File: config.mk
export PLATFORM = sky130hd
export DESIGN_NAME = pll_cfg_search
export DESIGN_NICKNAME = d
export VERILOG_FILES = /design/src/rtl/pll_search_pkg.sv /design/src/rtl/pll_scan_gen.sv /design/src/rtl/pll_best_keep.sv /design/src/rtl/pll_cfg_search.sv
export SDC_FILE = /design/constraint.sdc
export NUM_CORES = 1
export LEC_CHECK = 0
export ABC_AREA = 1
export BUFFER_PORTS_ARGS = -buffer_cell sky130_fd_sc_hd__buf_2
export CAP_MARGIN = 10
export CORE_AREA = 4 4 118 120
export DETAILED_ROUTE_END_ITERATION = 10
export DIE_AREA = 0 0 122 124
export PLACE_DENSITY = 0.87
export SKIP_LAST_GASP = 1
export SLEW_MARGIN = 20
export SYNTH_ARGS = -nofsm -noshare
export SYNTH_HDL_FRONTEND = slang
export SYNTH_SLANG_ARGS = --single-unit
File: constraint.sdc
create_clock -name clk -period 7.5 [get_ports clk]
set_input_delay 0.75 -clock clk [delete_from_list [all_inputs] [get_ports clk]]
set_output_delay 0.75 -clock clk [all_outputs]
set_load 0.01 [all_outputs]
File: src/rtl/pll_search_pkg.sv
package pll_search_pkg;

  localparam int CFG_W   = 32;
  localparam int MUL_LSB = 16;
  localparam int D1_POS  = 8;

  typedef enum logic {
    ST_IDLE = 1'b0,
    ST_SCAN = 1'b1
  } search_st_e;

  function automatic logic [CFG_W-1:0] pack_cfg(input logic [7:0] m,
                                                input logic       d1,
                                                input logic [1:0] d2);
    logic [CFG_W-1:0] w;
    w = '0;
    w[MUL_LSB +: 8] = m;
    w[D1_POS]       = d1;
    w[1:0]          = d2;
    return w;
  endfunction

endpackage

File: src/rtl/pll_scan_gen.sv
module pll_scan_gen #(
  parameter int FREQ_W = 16,
  parameter int MUL_W  = 7,
  parameter int D2_W   = 2,
  parameter int ACC_W  = FREQ_W + MUL_W + 1
) (
  input  logic              clk,
  input  logic              rst_n,
  input  logic              load,
  input  logic              step,
  input  logic              skip_row,
  input  logic [FREQ_W-1:0] parent_in,
  output logic [MUL_W-1:0]  mul,
  output logic              d1,
  output logic [D2_W-1:0]   d2,
  output logic [ACC_W-1:0]  cand,
  output logic              last_step
);

  localparam logic [MUL_W-1:0] MUL_MAX = '1;
  localparam logic [D2_W-1:0]  D2_MAX  = '1;

  logic [FREQ_W-1:0] parent_q;
  logic [ACC_W-1:0]  acc_q;
  logic [ACC_W-1:0]  pstep;
  logic [ACC_W-1:0]  pstep_in;
  logic [D2_W:0]     shamt;
  logic              row_end;

  // acc_q holds parent*2*(mul+1); the divider is a power of two
  assign pstep    = ACC_W'({parent_q, 1'b0});
  assign pstep_in = ACC_W'({parent_in, 1'b0});
  assign shamt    = {1'b0, d2} + {{D2_W{1'b0}}, d1};
  assign cand     = acc_q >> shamt;
  assign row_end  = (mul == MUL_MAX) || skip_row;
  assign last_step = row_end && !d1 && (d2 == '0);

  always_ff @(posedge clk or negedge rst_n) begin
    if (!rst_n) begin
      parent_q <= '0;
      acc_q    <= '0;
      mul      <= '0;
      d1       <= 1'b0;
      d2       <= '0;
    end else if (load) begin
      parent_q <= parent_in;
      acc_q    <= pstep_in;
      mul      <= '0;
      d1       <= 1'b1;
      d2       <= D2_MAX;
    end else if (step) begin
      if (row_end) begin
        mul   <= '0;
        acc_q <= pstep;
        if (d2 == '0) begin
          d2 <= D2_MAX;
          d1 <= 1'b0;
        end else begin
          d2 <= d2 - 1'b1;
        end
      end else begin
        mul   <= mul + 1'b1;
        acc_q <= acc_q + pstep;
      end
    end
  end

  // inside a row the multiplier code climbs by one per step
  assert_mul_ascends_R3: assert property (@(posedge clk) disable iff (!rst_n)
    (step && !load && !row_end) |=> (mul == $past(mul) + 1'b1));

  // leaving a row restarts the multiplier and lowers the divider codes
  assert_row_wrap_R3: assert property (@(posedge clk) disable iff (!rst_n)
    (step && !load && row_end && (d2 != '0)) |=> ((mul == '0) && (d2 == $past(d2) - 1'b1)));

endmodule

File: src/rtl/pll_best_keep.sv
module pll_best_keep #(
  parameter int FREQ_W = 16,
  parameter int MUL_W  = 7,
  parameter int D2_W   = 2,
  parameter int ACC_W  = FREQ_W + MUL_W + 1
) (
  input  logic              clk,
  input  logic              rst_n,
  input  logic              clear,
  input  logic              eval,
  input  logic [FREQ_W-1:0] target,
  input  logic [ACC_W-1:0]  cand,
  input  logic [MUL_W-1:0]  mul,
  input  logic              d1,
  input  logic [D2_W-1:0]   d2,
  output logic              fits,
  output logic              exact,
  output logic              have,
  output logic [MUL_W-1:0]  best_mul,
  output logic              best_d1,
  output logic [D2_W-1:0]   best_d2,
  output logic [FREQ_W-1:0] best_rate
);

  logic [FREQ_W-1:0] best_err_q;
  logic [FREQ_W-1:0] err_now;
  logic              upd;

  assign fits    = cand <= ACC_W'(target);
  assign err_now = target - cand[FREQ_W-1:0];
  assign exact   = eval && fits && (err_now == '0);
  assign upd     = eval && fits && (!have || (err_now < best_err_q));

  always_ff @(posedge clk or negedge rst_n) begin
    if (!rst_n) begin
      have       <= 1'b0;
      best_mul   <= '0;
      best_d1    <= 1'b0;
      best_d2    <= '0;
      best_rate  <= '0;
      best_err_q <= '1;
    end else if (clear) begin
      have       <= 1'b0;
      best_mul   <= '0;
      best_d1    <= 1'b0;
      best_d2    <= '0;
      best_rate  <= '0;
      best_err_q <= '1;
    end else if (upd) begin
      have       <= 1'b1;
      best_mul   <= mul;
      best_d1    <= d1;
      best_d2    <= d2;
      best_rate  <= cand[FREQ_W-1:0];
      best_err_q <= err_now;
    end
  end

  // a stored best never lies above the target
  assert_best_fits_R2: assert property (@(posedge clk) disable iff (!rst_n)
    (have && !clear) |-> (best_rate <= target));

  // a replacement must strictly shrink the error
  assert_best_improves_R3: assert property (@(posedge clk) disable iff (!rst_n)
    (upd && have && !clear) |=> (best_err_q < $past(best_err_q)));

endmodule

File: src/rtl/pll_cfg_search.sv
module pll_cfg_search
  import pll_search_pkg::*;
#(
  parameter int FREQ_W = 16,
  parameter int MUL_W  = 7,
  parameter int D2_W   = 2
) (
  input  logic              clk,
  input  logic              rst_n,
  input  logic              req_valid,
  output logic              req_ready,
  input  logic [FREQ_W-1:0] parent_freq,
  input  logic [FREQ_W-1:0] target_freq,
  output logic              done,
  output logic              err,
  output logic [MUL_W-1:0]  cfg_mul,
  output logic              cfg_d1,
  output logic [D2_W-1:0]   cfg_d2,
  output logic [CFG_W-1:0]  cfg_word,
  output logic [FREQ_W-1:0] rate
);

  localparam int ACC_W = FREQ_W + MUL_W + 1;

  search_st_e        state_q;
  logic [FREQ_W-1:0] target_q;
  logic              accept;
  logic              scanning;
  logic              finish;
  logic              fits;
  logic              exact;
  logic              have;
  logic              last_step;
  logic [MUL_W-1:0]  c_mul;
  logic              c_d1;
  logic [D2_W-1:0]   c_d2;
  logic [ACC_W-1:0]  cand;

  assign req_ready = (state_q == ST_IDLE);
  assign accept    = req_valid && req_ready;
  assign scanning  = (state_q == ST_SCAN);
  assign finish    = scanning && (exact || last_step);

  pll_scan_gen #(
    .FREQ_W(FREQ_W), .MUL_W(MUL_W), .D2_W(D2_W), .ACC_W(ACC_W)
  ) u_gen (
    .clk       (clk),
    .rst_n     (rst_n),
    .load      (accept),
    .step      (scanning),
    .skip_row  (scanning && !fits),
    .parent_in (parent_freq),
    .mul       (c_mul),
    .d1        (c_d1),
    .d2        (c_d2),
    .cand      (cand),
    .last_step (last_step)
  );

  pll_best_keep #(
    .FREQ_W(FREQ_W), .MUL_W(MUL_W), .D2_W(D2_W), .ACC_W(ACC_W)
  ) u_keep (
    .clk       (clk),
    .rst_n     (rst_n),
    .clear     (accept),
    .eval      (scanning),
    .target    (target_q),
    .cand      (cand),
    .mul       (c_mul),
    .d1        (c_d1),
    .d2        (c_d2),
    .fits      (fits),
    .exact     (exact),
    .have      (have),
    .best_mul  (cfg_mul),
    .best_d1   (cfg_d1),
    .best_d2   (cfg_d2),
    .best_rate (rate)
  );

  always_ff @(posedge clk or negedge rst_n) begin
    if (!rst_n) begin
      state_q  <= ST_IDLE;
      target_q <= '0;
      done     <= 1'b0;
      err      <= 1'b0;
    end else begin
      done <= finish;
      if (accept) begin
        state_q  <= ST_SCAN;
        target_q <= target_freq;
        err      <= 1'b0;
      end else if (finish) begin
        state_q <= ST_IDLE;
        err     <= !(have || fits);
      end
    end
  end

  assign cfg_word = pack_cfg(8'(cfg_mul), cfg_d1, 2'(cfg_d2));

  // completion is a single-cycle pulse
  assert_done_pulse_R8: assert property (@(posedge clk) disable iff (!rst_n)
    done |=> !done);

  // an accepted request closes the input until the search ends
  assert_ready_drops_R7: assert property (@(posedge clk) disable iff (!rst_n)
    accept |=> !req_ready);

  // a failed search reports an all-zero word and rate
  assert_err_zero_word_R5: assert property (@(posedge clk) disable iff (!rst_n)
    (done && err) |-> ((cfg_word == '0) && (rate == '0)));

  // results do not move while idle with no new request
  assert_hold_idle_R8: assert property (@(posedge clk) disable iff (!rst_n)
    (req_ready && !accept && !done) |=> $stable(cfg_word));

endmodule

==> flow_summary.json <==
{
  "place.gp.congestion": 1.007,
  "clk_pin_slew_ns": 0.08,
  "ys_warn_count": 0,
  "async_reset_ff_share_pct": 100.0,
  "cts.sinks": 111,
  "crit_required_ns": 7.79,
  "critPathKind": "reg -> reg",
  "dr.pass1.iters": 5,
  "rows": 42,
  "yosysTopAreaCell": "dfrtp_1",
  "fp.dieH_um": 124,
  "fin_setup_tns_ns": 0,
  "routed-via-count": 7534,
  "syn_inst": 1133,
  "ys_ff_latch": 111,
  "synth_top_area_share_pct": 28.70,
  "arrival_ns": 6.35,
  "antenna_found_initial": 0,
  "synth_top_flop_cell": "dfrtp_1",
  "core_sq_um": 12980,
  "cts_tree": "yes",
  "worstPathBufferInverterCount": 3,
  "area_growth_syn_to_layout_pct": 7.174,
  "floorplan.initialDensity_pct": 63.82,
  "maxCapViolations": 0,
  "place_ws_ns": 1.587,
  "slew_headroom_pct": 27.46,
  "port-buffer-count": 73,
  "cpPeakStageDelay_ns": 0.92,
  "ys_types": 48,
  "synth_edf_count": 0,
  "grt_overflow": 0,
  "run_status": "complete, no violations",
  "boundaryPins": 96,
  "setup_viol": 0,
  "fmax_ghz": 0.1651,
  "grt_pass1_wl_um": 34610,
  "timing.reg2reg.setup_slack_ns": 1.44,
  "start_kind": "register",
  "die_area_sq_um": 15130,
  "drt_iter0_drc": 538,
  "synth.avg_cell_area_sq_um": 7.312,
  "drive_gt1_share_pct": 13.12,
  "synthTopCellsByCount": "nand2_1 (312), inv_1 (140), dfrtp_1 (95), o21ai_0 (91), nand3_1 (84)",
  "end_kind": "register",
  "ant_nets": 0,
  "hp-class": "in -> async",
  "clockBufferDepth": 2,
  "viasPerCell": 5.552,
  "skew_ns": 0.006871,
  "fin_ws_ns": 1.445,
  "fin_crit_ns": 6.055,
  "htreeDepth": 3,
  "synth.most_common_cell": "nand2_1",
  "finalHoldViolCount": 0,
  "synth.yosys.seq_area_share_pct": 33.77,
  "layout_worst_path_cycle_share_pct": 80.74,
  "fill_cells": 1127,
  "netlist_area_sq_um": 8284,
  "rsz0062_at_grt": "false",
  "drc": 0,
  "synth_area_leaders": "dfrtp_1 (29%), nand2_1 (14%), ha_1 (9.7%), inv_1 (6.3%), o21ai_0 (5.5%)",
  "crit_slowest_cell": "ha_1",
  "die_w_um": 122,
  "clkLatencyLatePin_ns": 0.37,
  "final-max-slew-violation-count": 0,
  "cts_hold_buf": 0,
  "critPathMaxFanout": 45,
  "final_nets": 1277,
  "cpLargestDelayFamily": "simple AND/OR/NAND/NOR gates",
  "first_global_vias": 7226,
  "drt-total-wl_um": 21040,
  "dp_hpwl_um": 15870,
  "crit_top_cell": "nand2_1",
  "cts-root-buf": "clkbuf_16",
  "grt_max_degree": 72,
  "numCtsBuffers": 9,
  "cts_resized": 0,
  "antenna_cells": 0,
  "grt_use_total_pct": 29.11,
  "worstMarginPinSlew_ns": 1.078,
  "post_cts_buffers": 0,
  "routedWlPerCell_um": 15.51
}
[metal layers]
metal / vias up / wire length, um / global-route usage, %
met5: - / 0 / 0
met2: 285 / 9931 / 48.38
met4: 0 / 901 / 13.52
met3: 66 / 1356 / 5.404
met1: 3478 / 8852 / 37.03
li1: 3705 / - / -
[layout make-up]
class | count | area [sq um] | area share (%)
multi-input combinational | 831 | 4592 | 51.72
sequential | 111 | 2798 | 31.51
inverter | 146 | 555.5 | 6.257
timing repair buffer | 77 | 397.9 | 4.481
clock buffer | 11 | 232.7 | 2.621
tap | 176 | 220.2 | 2.480
clock inverter | 5 | 82.58 | 0.9301
[state kept, by name, summed over array words and instances, names as in the netlist, 2 cells and up]
name / count
u_gen.d2: 2
u_gen.parent_q: 16
u_keep.best_err_q: 16
u_gen.mul: 7
u_gen.acc_q: 23
u_keep.best_rate: 16
target_q: 16
u_keep.best_mul: 7
u_keep.best_d2: 2
[cell families after synthesis]
kind of cell | after synthesis | share of synthesized area (%)
simple gates | 522 | 28.06
flops | 111 | 33.77
xor+xnor | 24 | 2.537
other cells | 1 | 0.04527
mux | 10 | 1.208
buf+inv | 212 | 11.84
compound gates | 187 | 12.38
fa+ha+maj | 66 | 10.15
[per-stage QoR]
step | area, sq um | hold slack [ns] | std cells | util [%]
after global placement | 8563 | 0.4719 | 1341 | 65.97
after detailed placement | 8563 | 0.4800 | 1341 | 65.97
after global routing | 8879 | 0.4427 | 1357 | 68.40
after floorplan | 8363 | 0.4544 | 1154 | -
final | 8879 | 0.3979 | 1357 | 68.40
after CTS | 8879 | 0.4236 | 1357 | 68.40
[cells in the final DEF, fill, tap and decap left out, drive strengths merged, types with 9 or more instances in the layout]
cell / instances
a21oi: 50
buf: 77
clkbuf: 11
conb: 22
dfrtp: 95
dfstp: 16
ha: 64
inv: 145
mux2i: 10
nand2: 326
nand3: 88
nand4: 21
nor2: 51
nor3: 9
o21ai: 97
or2: 17
xnor2: 9
xor2: 15
[worst register-to-register path, delay by kind of cell (launching register included)]
kind / cells / cell delay, ns
AOI/OAI and AO/OA: 4 / 1.41
muxes: 1 / 0.13
buffers and inverters: 3 / 0.36
adders and majority gates: 3 / 1.65
and+or+nand+nor: 20 / 2.04
DFF: 1 / 0.42
[worst paths after layout]
path / from / end / depth (start not counted)
min in group clk: u_keep.best_err_q[1] / u_keep.best_err_q[1] / 2
hold reg to reg: u_keep.best_err_q[1] / u_keep.best_err_q[1] / 2
setup reg to reg: u_gen.d2[0] / u_keep.best_err_q[5] / 31
setup / recovery: u_gen.d2[0] / u_keep.best_err_q[5] / 31
hold / removal: rst_n / u_gen.parent_q[2] / 1
max in group asynchronous: rst_n / u_keep.best_d2[0] / 2
Power is not shown: default switching activity piles up to over one toggle a cycle in this logic, so the estimate is an artifact.
